<file path="config.mk">
export PLATFORM = sky130hd
export DESIGN_NAME = trace_wr_ctrl
export DESIGN_NICKNAME = d
export VERILOG_FILES = /design/src/rtl/trace_wr_pkg.sv /design/src/rtl/trace_fifo.sv /design/src/rtl/trace_addr_gen.sv /design/src/rtl/trace_irq.sv /design/src/rtl/trace_wr_ctrl.sv
export SDC_FILE = /design/constraint.sdc
export NUM_CORES = 1
export LEC_CHECK = 0
export BUFFER_PORTS_ARGS = -buffer_cell sky130_fd_sc_hd__buf_2
export CAP_MARGIN = 20
export CORE_MARGIN = 1
export CORE_UTILIZATION = 39
export CTS_CLUSTER_DIAMETER = 200
export DETAILED_ROUTE_END_ITERATION = 8
export RECOVER_POWER = 100
export SLEW_MARGIN = 30
export SYNTH_ARGS = -nofsm -noshare
export SYNTH_HDL_FRONTEND = slang
export SYNTH_HIERARCHICAL = 1
export SYNTH_SLANG_ARGS = --single-unit
</file>
<file path="constraint.sdc">
create_clock -name clk -period 6.9 [get_ports clk]
set_clock_uncertainty 0.05 [all_clocks]
set_input_delay 0.69 -clock clk [delete_from_list [all_inputs] [get_ports clk]]
set_output_delay 0.69 -clock clk [all_outputs]
set_load 0.02 [all_outputs]
</file>
<file path="src/rtl/trace_wr_pkg.sv">
package trace_wr_pkg;
  localparam int IRQ_N    = 2;
  localparam int IRQ_OVF  = 0;  // bit 0: FIFO overflow
  localparam int IRQ_FULL = 1;  // bit 1: write landed on end address
  typedef logic [IRQ_N-1:0] irq_vec_t;
endpackage

</file>
<file path="src/rtl/trace_fifo.sv">
module trace_fifo #(
  parameter int DW    = 32,
  parameter int DEPTH = 4
) (
  input  logic          clk,
  input  logic          rst_n,
  input  logic          push,
  input  logic          pop,
  input  logic [DW-1:0] wdata,
  output logic [DW-1:0] rdata,
  output logic          empty,
  output logic          full
);
  localparam int PW = (DEPTH > 1) ? $clog2(DEPTH) : 1;
  localparam int CW = $clog2(DEPTH + 1);

  logic [DW-1:0] store [DEPTH];
  logic [PW-1:0] wp, rp;
  logic [CW-1:0] cnt;

  function automatic logic [PW-1:0] step_ptr(input logic [PW-1:0] p);
    return (p == PW'(DEPTH - 1)) ? '0 : p + 1'b1;
  endfunction

  always_ff @(posedge clk or negedge rst_n) begin
    if (!rst_n) begin
      wp  <= '0;
      rp  <= '0;
      cnt <= '0;
    end else begin
      if (push) wp <= step_ptr(wp);
      if (pop)  rp <= step_ptr(rp);
      case ({push, pop})
        2'b10:   cnt <= cnt + 1'b1;
        2'b01:   cnt <= cnt - 1'b1;
        default: cnt <= cnt;
      endcase
    end
  end

  always_ff @(posedge clk) begin
    if (push) store[wp] <= wdata;
  end

  assign rdata = store[rp];
  assign empty = (cnt == '0);
  assign full  = (cnt == CW'(DEPTH));

  // the drain side never pops a word that is not there
  p_pop_has_data_r2: assert property (@(posedge clk) disable iff (!rst_n)
    pop |-> !empty) else $error("pop from empty FIFO");
  // a push is only accepted while there is room
  p_push_has_room_r7: assert property (@(posedge clk) disable iff (!rst_n)
    push |-> !full) else $error("push into full FIFO");
  // a full FIFO stays full until something is popped
  p_full_holds_r7: assert property (@(posedge clk) disable iff (!rst_n)
    (full && !pop) |=> full) else $error("full flag dropped without pop");
endmodule

</file>
<file path="src/rtl/trace_addr_gen.sv">
module trace_addr_gen #(
  parameter int AW   = 32,
  parameter int STEP = 4
) (
  input  logic          clk,
  input  logic          rst_n,
  input  logic          fire,
  input  logic          rewind,
  input  logic          loop_en,
  input  logic [AW-1:0] start_a,
  input  logic [AW-1:0] end_a,
  output logic [AW-1:0] cur,
  output logic          at_end,
  output logic          halted
);
  assign at_end = (cur == end_a);

  always_ff @(posedge clk or negedge rst_n) begin
    if (!rst_n) begin
      cur    <= '0;
      halted <= 1'b0;
    end else if (rewind) begin
      cur    <= start_a;
      halted <= 1'b0;
    end else if (fire) begin
      if (at_end) begin
        if (loop_en) cur <= start_a;
        else         halted <= 1'b1;
      end else begin
        cur <= cur + AW'(STEP);
      end
    end
  end

  // rewind loads the start address
  p_rewind_r3: assert property (@(posedge clk) disable iff (!rst_n)
    rewind |=> (cur == $past(start_a))) else $error("rewind missed");
  // a write away from the end moves the pointer by one step
  p_step_r2: assert property (@(posedge clk) disable iff (!rst_n)
    (fire && !rewind && !at_end) |=> (cur == $past(cur) + AW'(STEP)))
    else $error("bad pointer step");
  // a halted pointer stays put until rewound
  p_halt_holds_r5: assert property (@(posedge clk) disable iff (!rst_n)
    (halted && !rewind) |=> (halted && $stable(cur))) else $error("halted pointer moved");
  // no write is issued while halted
  p_no_fire_halted_r5: assert property (@(posedge clk) disable iff (!rst_n)
    halted |-> !fire) else $error("write while halted");
endmodule

</file>
<file path="src/rtl/trace_irq.sv">
module trace_irq
  import trace_wr_pkg::*;
(
  input  logic     clk,
  input  logic     rst_n,
  input  irq_vec_t set,
  input  irq_vec_t clr,
  input  irq_vec_t en,
  output irq_vec_t raw,
  output logic     irq
);
  for (genvar i = 0; i < IRQ_N; i++) begin : g_bit
    always_ff @(posedge clk or negedge rst_n) begin
      if (!rst_n)      raw[i] <= 1'b0;
      else if (set[i]) raw[i] <= 1'b1;
      else if (clr[i]) raw[i] <= 1'b0;
    end

    // raw bits are sticky until cleared
    p_sticky_r10: assert property (@(posedge clk) disable iff (!rst_n)
      (raw[i] && !clr[i]) |=> raw[i]) else $error("raw bit lost");
    // a clear without a concurrent set takes effect
    p_clear_r10: assert property (@(posedge clk) disable iff (!rst_n)
      (clr[i] && !set[i]) |=> !raw[i]) else $error("clear ignored");
  end

  assign irq = |(raw & en);
endmodule

</file>
<file path="src/rtl/trace_wr_ctrl.sv">
module trace_wr_ctrl
  import trace_wr_pkg::*;
#(
  parameter int AW    = 32,
  parameter int DW    = 32,
  parameter int DEPTH = 4,
  parameter int STEP  = DW / 8
) (
  input  logic          clk,
  input  logic          rst_n,
  input  logic [AW-1:0] cfg_start,
  input  logic [AW-1:0] cfg_end,
  input  logic          cfg_loop,
  input  logic          trig_on,
  input  logic          trig_off,
  input  logic          rewind,
  input  logic [1:0]    irq_en,
  input  logic [1:0]    irq_clr,
  input  logic          in_valid,
  input  logic [DW-1:0] in_data,
  output logic          in_ready,
  output logic [AW-1:0] mem_addr,
  output logic [DW-1:0] mem_wdata,
  output logic          mem_we,
  output logic [AW-1:0] cur_addr,
  output logic          fifo_empty,
  output logic          full_active,
  output logic [1:0]    irq_raw,
  output logic          irq
);
  logic     active, f_full, push, fire, at_end, halted;
  irq_vec_t set_v;

  always_ff @(posedge clk or negedge rst_n) begin
    if (!rst_n)        active <= 1'b0;
    else if (trig_off) active <= 1'b0;
    else if (trig_on)  active <= 1'b1;
  end

  assign push     = in_valid && !f_full;
  assign in_ready = !f_full;
  assign fire     = active && !fifo_empty && !halted;

  trace_fifo #(.DW(DW), .DEPTH(DEPTH)) u_fifo (
    .clk(clk), .rst_n(rst_n), .push(push), .pop(fire),
    .wdata(in_data), .rdata(mem_wdata), .empty(fifo_empty), .full(f_full)
  );

  trace_addr_gen #(.AW(AW), .STEP(STEP)) u_addr (
    .clk(clk), .rst_n(rst_n), .fire(fire), .rewind(rewind), .loop_en(cfg_loop),
    .start_a(cfg_start), .end_a(cfg_end), .cur(cur_addr), .at_end(at_end),
    .halted(halted)
  );

  always_comb begin
    set_v           = '0;
    set_v[IRQ_OVF]  = in_valid && f_full;
    set_v[IRQ_FULL] = fire && at_end;
  end

  trace_irq u_irq (
    .clk(clk), .rst_n(rst_n), .set(set_v), .clr(irq_clr), .en(irq_en),
    .raw(irq_raw), .irq(irq)
  );

  assign mem_we      = fire;
  assign mem_addr    = cur_addr;
  assign full_active = halted;

  // a stop pulse silences the write port from the next cycle
  p_off_stops_r6: assert property (@(posedge clk) disable iff (!rst_n)
    trig_off |=> !mem_we) else $error("write after stop");
  // an offered word while full raises the overflow bit
  p_ovf_flag_r8: assert property (@(posedge clk) disable iff (!rst_n)
    (in_valid && !in_ready) |=> irq_raw[IRQ_OVF]) else $error("overflow not flagged");
  // a write on the end address raises the memory-full bit
  p_full_flag_r9: assert property (@(posedge clk) disable iff (!rst_n)
    (mem_we && (mem_addr == cfg_end)) |=> irq_raw[IRQ_FULL]) else $error("mem-full not flagged");
endmodule

</file>
Yosys cells after proc, flatten, opt, wreduce, memory -nomap -nowiden. Memories as Yosys holds them, arrays and structs flattened. Cells that the tools add are included.

Register bits: 43. Memory bits (writable): 128. Input port bits: 107. Output and inout port bits: 103. Logic and storage cells: 60. Memories kept: 1.

Memory list: u_fifo.store (depth 4, width 32, rd ports 1, clocked after memory_dff 0, write ports 1, RTL line trace_fifo.sv:17) `logic [DW-1:0] store [DEPTH];`.

$add $sub $neg: 5. Equal/unequal tests: 8. Mux-type cells: 19. Bitwise operators: 1. Reduce and logical (&&, ||, !) cells: 18.

Operator list (count): $mux 32 (4); $add 32x3->32 const B (1); $eq 32x32->1 (1); $mux 1 (12); $reduce_bool 2->1 (6); $eq 2x2->1 const B (3); $pmux 3 s2 (1); $logic_and 1x1->1 (5); $add 2x1->2 const B (2); $mux 2 (2); $add 3x1->3 const B (1); $eq 3x3->1 const B (1); $logic_not 1->1 (3); $logic_not 3->1 (1); $ne 3x3->1 const B (1); $reduce_and 3->1 (1); $sub 3x1->3 const B (1); $and 2x2->2 (1); $eq 2x1->1 const B (1); $ne 2x1->1 const B (1); $reduce_and 2->1 (1); $reduce_or 2->1 (1).

Depth between registers and ports, before layout. Gate-level depths: netlist (run 1).

Word-level depth: 6. Mapped depth: 10. Depth with buffers taken out: 10.

Hierarchy. The synthesis (run 1) kept the hierarchy.

By module, submodules not included: trace_fifo (instances 1, cells an instance 206, area an instance 5084.9 µm², sequential area each 4018.9 µm²); trace_addr_gen (instances 1, cells an instance 282, area an instance 2484.9 µm², sequential area each 825.8 µm²); trace_wr_ctrl (instances 1, cells an instance 39, area an instance 311.5 µm², sequential area each 25.0 µm²); trace_irq (instances 1, cells an instance 7, area an instance 82.6 µm², sequential area each 50.0 µm²).

Worst setup path before layout (run 1). OpenSTA, ideal clock, no wires.

Path kind: flip-flop to flip-flop. Start point: register u_fifo.cnt[0]. End point: register u_addr.cur[8]. Setup time: 123 ps. Data arrival time: 2585 ps. Data required time: 6727 ps. Slack: 4143 ps. Cell stages (with the launch flop): 9. Path buffers: 2. Period minus slack after synthesis: 2757 ps. Cell sequence: dfrtp_1 > nor3_1 > nor3b_1 > clkbuf_1 > inv_1 > a21oi_2 > buf_2 > nand2_1 > o221a_2.

Cells in the longest elaborated chain, start to end: 6.

Ends and longest elaborated chain: from (decl) (RTL line trace_fifo.sv:19) `logic [CW-1:0] cnt;`; from (signal assigned) (RTL line trace_fifo.sv:34) `2'b10: cnt <= cnt + 1'b1;`; from (signal assigned) (RTL line trace_fifo.sv:35) `2'b01: cnt <= cnt - 1'b1;`; from (signal assigned) (RTL line trace_fifo.sv:36) `default: cnt <= cnt;`; $logic_not 3->1 (RTL line trace_fifo.sv:46) `assign empty = (cnt == '0);`; net fifo_empty (RTL line trace_wr_ctrl.sv:26) `output logic fifo_empty,`; $logic_not 1->1 (RTL line trace_wr_ctrl.sv:42) `assign fire = active && !fifo_empty && !halted;`; $logic_and 1x1->1 (2 in series) (RTL line trace_wr_ctrl.sv:42); net mem_we (RTL line trace_wr_ctrl.sv:24) `output logic mem_we,`; $reduce_bool 2->1 (no line); $reduce_and 2->1 (no line); to (signal assigned) (RTL line trace_addr_gen.sv:23) `cur <= start_a;`; to (signal assigned) (RTL line trace_addr_gen.sv:27) `if (loop_en) cur <= start_a;`; to (signal assigned) (RTL line trace_addr_gen.sv:30) `cur <= cur + AW'(STEP);`; to (decl) (RTL line trace_addr_gen.sv:12) `output logic [AW-1:0] cur,`.

The timed path passes the listed nets, and every way through them passes these cells. A chain may end at the register's enable or synchronous reset.

Worst setup path in the final report (run 1).
Start point: register u_fifo.rp[0]. End point: output mem_wdata[21].

Cells in the longest elaborated chain, start to end: 1.

Ends and longest elaborated chain: from (decl) (RTL line trace_fifo.sv:18) `logic [PW-1:0] wp, rp;`; from (signal assigned) (RTL line trace_fifo.sv:32) `if (pop) rp <= step_ptr(rp);`; $mem_v2 4x32; to (decl) (RTL line trace_wr_ctrl.sv:23) `output logic [DW-1:0] mem_wdata,`.

Every way passes these cells.

==> impl_metrics.json, run 1 <==
{
  "cp_cell_sequence": "clkbuf_1 > mux4_1 > clkbuf_1",
  "cp_max_fo": 23,
  "clkTransAtPathRegs_ns": 0.07,
  "synth_xor_area_share_pct": 3.959,
  "boundaryPins": 210,
  "hpwl_um": 13470,
  "layout_commonest_cell": "clkbuf_1",
  "synth_nets": 649,
  "routed_wl_um": 19410,
  "p_clk_share_pct": 27.4,
  "yosys.area_share.simple_pct": 10.13,
  "power_density_mw_per_mm2": 360.3,
  "synth_fa_ha_area_share_pct": 1.351,
  "gp_congestion": 0.8798,
  "die-area_sq_mm": 0.02100,
  "sw_frac_of_total_pct": 33.75,
  "setup_viol": 0,
  "syn_area_per_cell_sq_um": 14.91,
  "min_to": "u_addr/cur[0]",
  "p_leak_uw": 0.003377,
  "synthMuxAreaShare_pct": 9.647,
  "hold_class": "input port to flop",
  "ys_warn_count": 6,
  "cts_tree": "built",
  "synthArstFlopShare_pct": 25.15,
  "grt_pass1_wl_um": 30610,
  "wl_met3_um": 1327,
  "met2_length_um": 9772,
  "grt_usage_pct": 19.18,
  "regArea_sq_mm": 0.004920,
  "n_antenna_cell": 0,
  "cts_sinks": 171,
  "min_from": "cfg_start[0]",
  "switching_power_uw": 1137,
  "grt_pass1_vias": 5575,
  "core_area_sq_mm": 0.01972,
  "cts-resized-gates": 0,
  "ctsHoldBuffers": 0,
  "start_util_pct": 40.39,
  "ant_nets": 0,
  "synth.cell_area_sq_mm": 0.007964,
  "hold_viol": 0,
  "p_int_uw": 2232,
  "met1_length_um": 7856,
  "antenna_found_initial": 1,
  "clock_latency_ns": 0.42,
  "rsz0062_at_grt": "false",
  "worstSetupEndpointType": "output pin",
  "synth_top_family_by_area": "simple AND/OR/NAND/NOR gates",
  "status": "finished with violations",
  "die_width_um": 144.9,
  "r2r_end": "u_addr/cur[24]",
  "crit_path_start_kind": "flop",
  "setup.worst_path.start": "u_fifo/rp[0]",
  "cp_data_arrival_time_ns": 3.62,
  "multiInputGateArea_sq_mm": 0.002542,
  "synth-seq-cells": 171,
  "fillers": 1831,
  "netlist_instances": 534,
  "tns_ns": 0,
  "area_growth_pct": 17.45,
  "numCtsBuffers": 17,
  "whs_path_depth": 3,
  "worst_slew_pin_slew_ns": 2.443,
  "worstRegToRegCells": 8,
  "drt_iter0_markers": 320,
  "cpMostUsedCell": "clkbuf_1",
  "cp_slowest_cell": "clkbuf_1",
  "cts_setup_buffers": 0,
  "crit_family": "buffers and inverters",
  "synth-compound-area-share_pct": 7.070,
  "vias": 5353,
  "die_y_um": 144.9,
  "final_util_pct": 47.44,
  "detail_route.wl_per_cell_um": 19.56,
  "synth-edff-count": 128,
  "drive_above_1_share_pct": 21.18,
  "comb_power_share_pct": 30.1,
  "fp-row-count": 51,
  "seqPwrFrac_pct": 42.5,
  "cp_slowest_stage_delay_ns": 1.44,
  "gr-total-overflow": 0,
  "cts_buffer_depth": 2,
  "slew_viol_final": 214,
  "timing.rr.start": "u_fifo/cnt[0]",
  "finish.net_count": 831,
  "ff2ff_setup_slack_ns": 2.85,
  "violations": "capacitance limit, slew limit",
  "fmax_ghz": 0.2292,
  "synth-main-ff-cell": "edfxtp_1",
  "crit_required_ns": 6.16,
  "yosysSeqAreaShare_pct": 61.78,
  "dr.pass1.iters": 5,
  "vias_per_cell": 5.396,
  "grt_max_degree": 44,
  "period_minus_slack_ns": 4.364,
  "crit_type": "flop to output pin",
  "post-route-period-util_pct": 63.24,
  "maxCapViolCount": 7,
  "ir_drop_v": 0.0001469,
  "drcViolationCount": 0,
  "portBuffers": 209,
  "path_buf_inv": 2,
  "relSlewSlack_pct": -62.87,
  "highest_layer": "met4",
  "ys_types": 62,
  "cts_max_level": 4,
  "cts_root_buf": "clkbuf_16",
  "layout_common_cells": "143 x clkbuf_1, 128 x edfxtp_1, 75 x buf_2, 43 x dfrtp_1, 34 x xor2_1"
}
[registers in the layout (all words and copies together) (netlist names)]
| name | count |
|---|---|
| u_fifo/store | 128 |
| u_addr/halted | 1 |
| u_fifo/wp | 2 |
| u_irq/raw | 2 |
| u_fifo/rp | 2 |
| active | 1 |
| u_addr/cur | 32 |
| u_fifo/cnt | 3 |
[layout make-up]
class | instances | area share [%]
Clock buffer | 18 | 4.588
Clock inverter | 12 | 1.498
Inverter | 20 | 0.8026
Multi-Input combinational cell | 288 | 27.18
Sequential cell | 171 | 52.59
Tap cell | 265 | 3.545
Timing Repair Buffer | 218 | 9.791
[power by group through the flow]
stage                     clock network (uW)  registers [uW]  logic [uW]
after floorplan                            0            1420         798
after global placement                     0            1430        1070
after detailed placement                   0            1450        1080
after CTS                                947            1430        1080
after global routing                     986            1460        1100
final                                    923            1430        1010
[cells by family after synthesis]
family | Yosys count
compound gates | 68
xor+xnor | 36
fa+ha+maj | 8
buf+inv | 75
flops | 171
mux | 35
simple gates | 141
[Yosys cell counts (2+ instances only)]
cell | count | area share [%]
nor4_2 | 6 | 0.94
o21ai_0 | 8 | 0.50
a221oi_2 | 2 | 0.38
a221oi_1 | 2 | 0.22
buf_12 | 3 | 0.75
a41oi_1 | 3 | 0.33
nor3_1 | 15 | 0.94
o211ai_1 | 2 | 0.19
mux2_2 | 2 | 0.28
clkbuf_1 | 6 | 0.28
a31oi_1 | 7 | 0.55
nor4_1 | 7 | 0.55
xnor2_1 | 2 | 0.22
dfrtp_1 | 43 | 14
a21oi_1 | 3 | 0.19
and2_1 | 8 | 0.63
buf_4 | 33 | 3.1
ha_1 | 7 | 1.1
nand3_1 | 10 | 0.63
edfxtp_1 | 128 | 48
nor2_1 | 26 | 1.2
and3_1 | 12 | 0.94
o22a_1 | 2 | 0.22
o311ai_0 | 3 | 0.33
a311oi_1 | 7 | 0.77
and4_1 | 9 | 0.99
nand4_1 | 10 | 0.79
buf_2 | 11 | 0.69
nor2b_1 | 2 | 0.16
nand4_2 | 2 | 0.31
mux4_1 | 4 | 1.3
a211oi_1 | 10 | 0.94
a211oi_2 | 2 | 0.31
nand2_1 | 27 | 1.3
mux4_2 | 28 | 7.9
xor2_1 | 34 | 3.7
nor3b_1 | 2 | 0.19
a2bb2oi_1 | 2 | 0.22
inv_1 | 20 | 0.94
buf_6 | 2 | 0.28
[through the flow]
stage	setup slack, ns	instance area [sq um]	power [uW]	hold WS [ns]	instances
after floorplan	4.143	7964	2219	0.3444	534
after global placement	3.746	9000	2505	0.4237	961
after detailed placement	3.644	9002	2530	0.4372	961
after CTS	3.693	9572	3460	0.2231	991
after global routing	2.119	9354	3544	0.4216	992
final	2.536	9354	3370	0.4154	992
[tightest hold or removal path, delay by kind of cell]
family | cells | cell delay, ns
simple gates | 2 | 0.09
buf+inv | 1 | 0.08
[how the worst max path moves through the flow]
stage	end	slack [ns]	cells past startpoint
global placement	u_addr/cur[18]	3.75	7
finish	mem_wdata[21]	2.54	3
CTS	mem_wdata[21]	3.69	3
global route	mem_wdata[21]	2.12	3
detailed placement	u_addr/cur[18]	3.64	7
floorplan	u_addr/cur[8]	4.14	8
[per-layer routing]
layer / vias to the layer above / track usage [%]
met3: 28 / 4.560
met1: 2649 / 23.45
li1: 2409 / -
met2: 267 / 32.96
met4: 0 / 6.862
met5: - / 0
No activity file was read; power rests on OpenSTA's default activity.
==> run 2, diff against run 1 <==
==> constraint.sdc (replaced) <==
create_clock -name clk -period 4 [get_ports clk]
set_clock_uncertainty 0.05 [all_clocks]
set_input_delay 0.4 -clock clk [delete_from_list [all_inputs] [get_ports clk]]
set_output_delay 0.4 -clock clk [all_outputs]
set_load 0.02 [all_outputs]
==> impl_metrics.json, run 2 (synthesis results as in run 1) <==
{
  "antenna_found_initial": 0,
  "layout_commonest_cell": "clkbuf_1",
  "hold_viol": 0,
  "drive_above_1_share_pct": 22.30,
  "final_util_pct": 47.62,
  "path_buf_inv": 1,
  "hold_slack_ns": 0.1326,
  "gp_congestion": 0.9145,
  "largest_register_ffs": 128,
  "cp_slowest_cell": "clkbuf_1",
  "fmax_ghz": 0.3072,
  "violations": "capacitance limit, slew limit",
  "r2r_end": "u_addr/cur[8]",
  "die-area_sq_mm": 0.02100,
  "timing.rr.start": "u_addr/cur[5]",
  "fp-row-count": 51,
  "cp_data_arrival_time_ns": 3.57,
  "cts_tree": "built",
  "grt_pass1_vias": 5406,
  "p_leak_uw": 0.003390,
  "status": "finished with violations",
  "slew_viol_final": 66,
  "cp_cell_sequence": "xor2_1 > nor4_1 > nand4_1 > o31ai_4 > clkbuf_1 > a311o_1 > o221a_2",
  "cts_max_level": 4,
  "ff2ff_setup_slack_ns": 0.74,
  "top_register": "u_fifo/store",
  "hpwl_um": 13780,
  "cp_max_fo": 15,
  "fillers": 1797,
  "routed_wl_um": 19850,
  "crit_type": "flop to flop",
  "cts_setup_buffers": 0,
  "numCtsBuffers": 17,
  "grt_usage_pct": 19.39,
  "finish.net_count": 833,
  "grt_pass1_wl_um": 30940,
  "cp_slowest_stage_delay_ns": 0.62,
  "power_density_mw_per_mm2": 619.3,
  "portBuffers": 209,
  "ant_nets": 0,
  "vias": 5312,
  "die_y_um": 144.9,
  "grt_max_degree": 44,
  "n_antenna_cell": 0,
  "post-route-period-util_pct": 81.39,
  "die_width_um": 144.9,
  "layout_common_cells": "138 x clkbuf_1, 128 x edfxtp_1, 75 x buf_2, 43 x dfrtp_1, 34 x xor2_1",
  "dr.pass1.iters": 4,
  "placed_cells": 963,
  "boundaryPins": 210,
  "relSlewSlack_pct": -44.41,
  "worstSetupEndpointType": "flop",
  "hold_class": "input port to flop",
  "ir_drop_v": 0.0002601,
  "top_regs": "u_fifo/store: 128 flops, u_addr/cur: 32 flops, u_fifo/cnt: 3 flops",
  "crit_family": "compound AO/OA/AOI/OAI gates",
  "area_growth_pct": 17.91,
  "setup_viol": 0,
  "start_util_pct": 40.39,
  "crit_required_ns": 4.32,
  "clkTransAtPathRegs_ns": 0.07,
  "crit_path_start_kind": "flop",
  "min_to": "u_addr/cur[1]",
  "cts_root_buf": "clkbuf_16",
  "drt_iter0_markers": 388,
  "min_from": "cfg_start[1]",
  "rsz0062_at_grt": "false",
  "maxCapViolCount": 2,
  "regArea_sq_mm": 0.004920,
  "drcViolationCount": 0,
  "worst_slew_pin_slew_ns": 2.166,
  "tns_ns": 0,
  "worstRegToRegCells": 7,
  "whs_path_depth": 3,
  "multiInputGateArea_sq_mm": 0.002549,
  "layout.cells.non_filler": 996,
  "vias_per_cell": 5.333,
  "gr-total-overflow": 0,
  "detail_route.wl_per_cell_um": 19.93,
  "cts_buffer_depth": 2,
  "cts_sinks": 171,
  "core_area_sq_mm": 0.01972,
  "period_minus_slack_ns": 3.255,
  "clock_latency_ns": 0.42
}
-- run 2: repair_timing --
action                                  CTS  global route
endpoints found under the setup margin    0             0
resized for setup                         0             0
hold buffers                              1             0
endpoints found under the hold margin    43             0
-- run 2: metal layers --
metal	share of wire, %	track usage [%]	vias up	routed length [um]
li1	-	-	2418	-
met1	40	23.55	2624	7928
met2	52	34.09	252	10330
met3	6.4	4.088	18	1274
met4	1.6	6.489	0	326
met5	0	0	-	0
-- run 2: layout make-up --
| class | count | area share (%) |
|---|---|---|
| Inverter | 20 | 0.7995 |
| Clock inverter | 15 | 1.532 |
| Timing Repair Buffer | 220 | 10.07 |
| Sequential cell | 171 | 52.39 |
| Clock buffer | 17 | 4.530 |
| Tap cell | 265 | 3.531 |
| Multi-Input combinational cell | 288 | 27.14 |
-- run 2: where the power goes --
| part | switching, uW | internal [uW] |
|---|---|---|
| Clock | 761 | 829 |
| Sequential | 182 | 2270 |
| Combinational | 1120 | 653 |
-- run 2: worst min-delay path, cell delays in order --
cell and delay [ns]:
buf_2 0.07, nand2_1 0.04, nand2_1 0.06
-- run 2: how the worst max path moves through the flow --
stage                     cells after the start  slack, ns                  to     startpoint
after floorplan                               8       1.24       u_addr/cur[8]  u_fifo/cnt[0]
after global placement                        8       1.28      u_addr/cur[18]    cfg_end[22]
after detailed placement                      7       1.18      u_addr/cur[30]  u_addr/cur[5]
after CTS                                     3       1.11       mem_wdata[20]   u_fifo/rp[0]
after global routing                          5       0.51  u_fifo/store[0][9]  u_fifo/cnt[0]
final                                         7       0.74       u_addr/cur[8]  u_addr/cur[5]
-- run 2: stage by stage --
step	power [uW]	setup slack (ns)	instance area (sq um)
floorplan	3827	1.243	7964
global placement	4332	1.279	9015
detailed placement	4375	1.179	9017
CTS	5965	1.111	9597
global route	6103	0.5104	9390
finish	5816	0.7446	9390
==> run 3, diff against run 2 <==
--- a/config.mk
+++ b/config.mk
@@ -5,6 +5,7 @@
 export SDC_FILE = /design/constraint.sdc
 export NUM_CORES = 1
 export LEC_CHECK = 0
+export ABC_AREA = 1
 export BUFFER_PORTS_ARGS = -buffer_cell sky130_fd_sc_hd__buf_2
 export CAP_MARGIN = 20
 export CORE_MARGIN = 1
==> constraint.sdc (replaced) <==
create_clock -name clk -period 2.62 [get_ports clk]
set_clock_uncertainty 0.05 [all_clocks]
set_input_delay 0.262 -clock clk [delete_from_list [all_inputs] [get_ports clk]]
set_output_delay 0.262 -clock clk [all_outputs]
set_load 0.02 [all_outputs]
==> impl_metrics.json, run 3 <==
{
  "area_growth_pct": 18.31,
  "placed_cells": 1481,
  "yosys-top-cells-area": "edfxtp_1 42%, nand2_1 12%, dfrtp_1 12%, inv_1 6.4%, o211ai_1 5.2%",
  "vias": 7208,
  "period_minus_slack_ns": 2.343,
  "syn_area_per_cell_sq_um": 9.130,
  "numCtsBuffers": 17,
  "ys_types": 34,
  "die-area_sq_mm": 0.02429,
  "start_util_pct": 40.28,
  "crit_required_ns": 2.31,
  "cts_max_level": 4,
  "synth_fa_ha_area_share_pct": 1.166,
  "dr.pass1.iters": 5,
  "crit_path_start_kind": "flop",
  "grt_usage_pct": 18.36,
  "synth-edff-count": 128,
  "p_clk_share_pct": 23.6,
  "synth_most_common_cell": "nand2_1",
  "p_leak_uw": 0.004857,
  "drcViolationCount": 0,
  "cp_slowest_cell": "clkbuf_2",
  "synth.cell_area_sq_mm": 0.009230,
  "post-route-period-util_pct": 89.43,
  "setup_viol": 0,
  "synth_xor_area_share_pct": 3.890,
  "grt_pass1_wl_um": 34310,
  "top_register": "u_fifo/store",
  "synth-seq-cells": 171,
  "gp_congestion": 0.8629,
  "hpwl_um": 14820,
  "synth-compound-area-share_pct": 5.693,
  "drive_above_1_share_pct": 13.38,
  "synth.top_cell.area_share_pct": 41.64,
  "cts_tree": "built",
  "crit_family": "buffers and inverters",
  "seqPwrFrac_pct": 37.8,
  "layout_common_cells": "318 x nand2_1, 157 x inv_1, 132 x clkbuf_1, 128 x edfxtp_1, 83 x buf_2",
  "worstSetupEndpointType": "output pin",
  "gr-total-overflow": 0,
  "finish.net_count": 1335,
  "synthArstFlopShare_pct": 25.15,
  "hold_class": "input port to flop",
  "yosysTopAreaCell": "edfxtp_1",
  "ant_nets": 0,
  "synth_nets": 1126,
  "layout.cells.non_filler": 1546,
  "layout_commonest_cell": "nand2_1",
  "yosys.area_share.simple_pct": 23.11,
  "slew_viol_final": 0,
  "n_antenna_cell": 0,
  "cp_cell_sequence": "buf_4 > inv_1 > clkbuf_2 > o211ai_1 > nand2_1 > clkbuf_1",
  "status": "completed",
  "worst_slew_pin_slew_ns": 0.9564,
  "fp-row-count": 55,
  "netlist_instances": 1011,
  "antenna_found_initial": 0,
  "path_buf_inv": 4,
  "grt_max_degree": 70,
  "boundaryPins": 210,
  "hold_viol": 0,
  "fmax_ghz": 0.4268,
  "maxCapViolCount": 0,
  "synth-main-ff-cell": "edfxtp_1",
  "fillers": 2243,
  "cts_sinks": 171,
  "cp_max_fo": 19,
  "yosysSeqAreaShare_pct": 53.30,
  "die_width_um": 155.8,
  "ir_drop_v": 0.0006143,
  "power_density_mw_per_mm2": 959.9,
  "sw_frac_of_total_pct": 41.79,
  "cts_setup_buffers": 0,
  "switching_power_uw": 4381,
  "crit_type": "flop to output pin",
  "cts_buffer_depth": 2,
  "portBuffers": 209,
  "relSlewSlack_pct": 36.24,
  "synth_top_family_by_area": "simple AND/OR/NAND/NOR gates",
  "ys_warn_count": 6,
  "detail_route.wl_per_cell_um": 13.92,
  "cp_data_arrival_time_ns": 2.03,
  "synthMuxAreaShare_pct": 0,
  "largest_register_ffs": 128,
  "cts_root_buf": "clkbuf_16",
  "core_area_sq_mm": 0.02292,
  "drt_iter0_markers": 454,
  "routed_wl_um": 21530,
  "rsz0062_at_grt": "false",
  "synth_commonest_cells": "306 x nand2_1, 157 x inv_1, 128 x edfxtp_1",
  "clkTransAtPathRegs_ns": 0.06,
  "die_y_um": 155.8,
  "tns_ns": 0,
  "top_regs": "u_fifo/store: 128 flops, u_addr/cur: 32 flops, u_fifo/cnt: 3 flops",
  "comb_power_share_pct": 38.7,
  "cp_slowest_stage_delay_ns": 0.40,
  "vias_per_cell": 4.662,
  "grt_pass1_vias": 6763,
  "clock_latency_ns": 0.43,
  "p_int_uw": 6101
}
-- run 3: changes by cell type after synthesis, sizes merged, moves of 21 or more --
cell / before / now
nand2: 27 / 337
xor2: 34 / 13
inv: 20 / 161
o211ai: 2 / 64
nand3: 10 / 81
xnor2: 2 / 28
mux4: 32 / 0
nor2: 26 / 53
-- run 3: final timing paths --
path / start / to / slack (ns) / cells after the start
worst max-delay path: u_fifo/rp[1] / mem_wdata[13] / 0.28 / 6
worst min-delay path: irq_clr[0] / u_irq/raw[0] / 0.02 / 4
worst max register to register: u_fifo/cnt[2] / u_fifo/store[3][20] / 0.31 / 6
worst min register to register: u_fifo/cnt[2] / u_fifo/cnt[2] / 0.46 / 2
max in group asynchronous: rst_n / u_addr/cur[19] / 0.83 / 3
min in group asynchronous: rst_n / u_addr/cur[4] / 0.44 / 2
-- run 3: final cells by class --
cell class	instances	area, sq um	area share (%)
repair buffers	261	1348	12.34
flip-flops and latches	171	4920	45.05
clock inverters	14	152.6	1.398
multi-input cells	608	3074	28.15
clock buffers	18	429.2	3.930
inverters	161	605.6	5.545
well taps	313	391.6	3.586
-- run 3: power groups by stage --
stage / sequential, uW / combinational (uW) / clock [uW]
finish: 3960 / 4050 / 2470
CTS: 3950 / 4350 / 2540
global placement: 3990 / 4260 / 0
detailed placement: 4010 / 4300 / 0
global route: 4030 / 4500 / 2650
floorplan: 4080 / 3080 / 0
-- run 3: worst min-delay path: cells and delay by family --
family	cells	cell delay (ns)
buf+inv	2	0.10
simple gates	2	0.08
-- run 3: cells by family (layout without fill, tap and decap cells) --
group / Yosys count / after routing
compound gates: 72 / 72
fa+ha+maj: 8 / 8
simple gates: 487 / 487
buf+inv: 232 / 454
flops: 171 / 171
xor+xnor: 41 / 41
-- run 3: layer usage --
metal	GRT usage, %	wire (um)
met3	4.083	1053
met1	23.18	9632
met2	30.78	10450
met5	0	0
met4	6.676	393
-- run 3: what timing repair did --
item / in CTS / in global routing
endpoints found under the hold margin: 131 / 0
hold buffers: 33 / 0
setup endpoints to repair: 0 / 0
gates resized for setup: 0 / 0
-- run 3: through the flow --
stage               power (uW)  setup WS [ns]  cell area, sq um  hold WS (ns)  utilization (%)
finish                   10480         0.2768             10920       0.01987            47.65
global route             11180         0.1120             10920       0.04967            47.65
CTS                      10840         0.3696             11210     0.0002987            48.90
detailed placement        8304         0.4799             10290        0.1660            44.92
global placement          8257         0.5130             10290        0.1491            44.92
floorplan                 7158         0.3368              9230      -0.08359                -
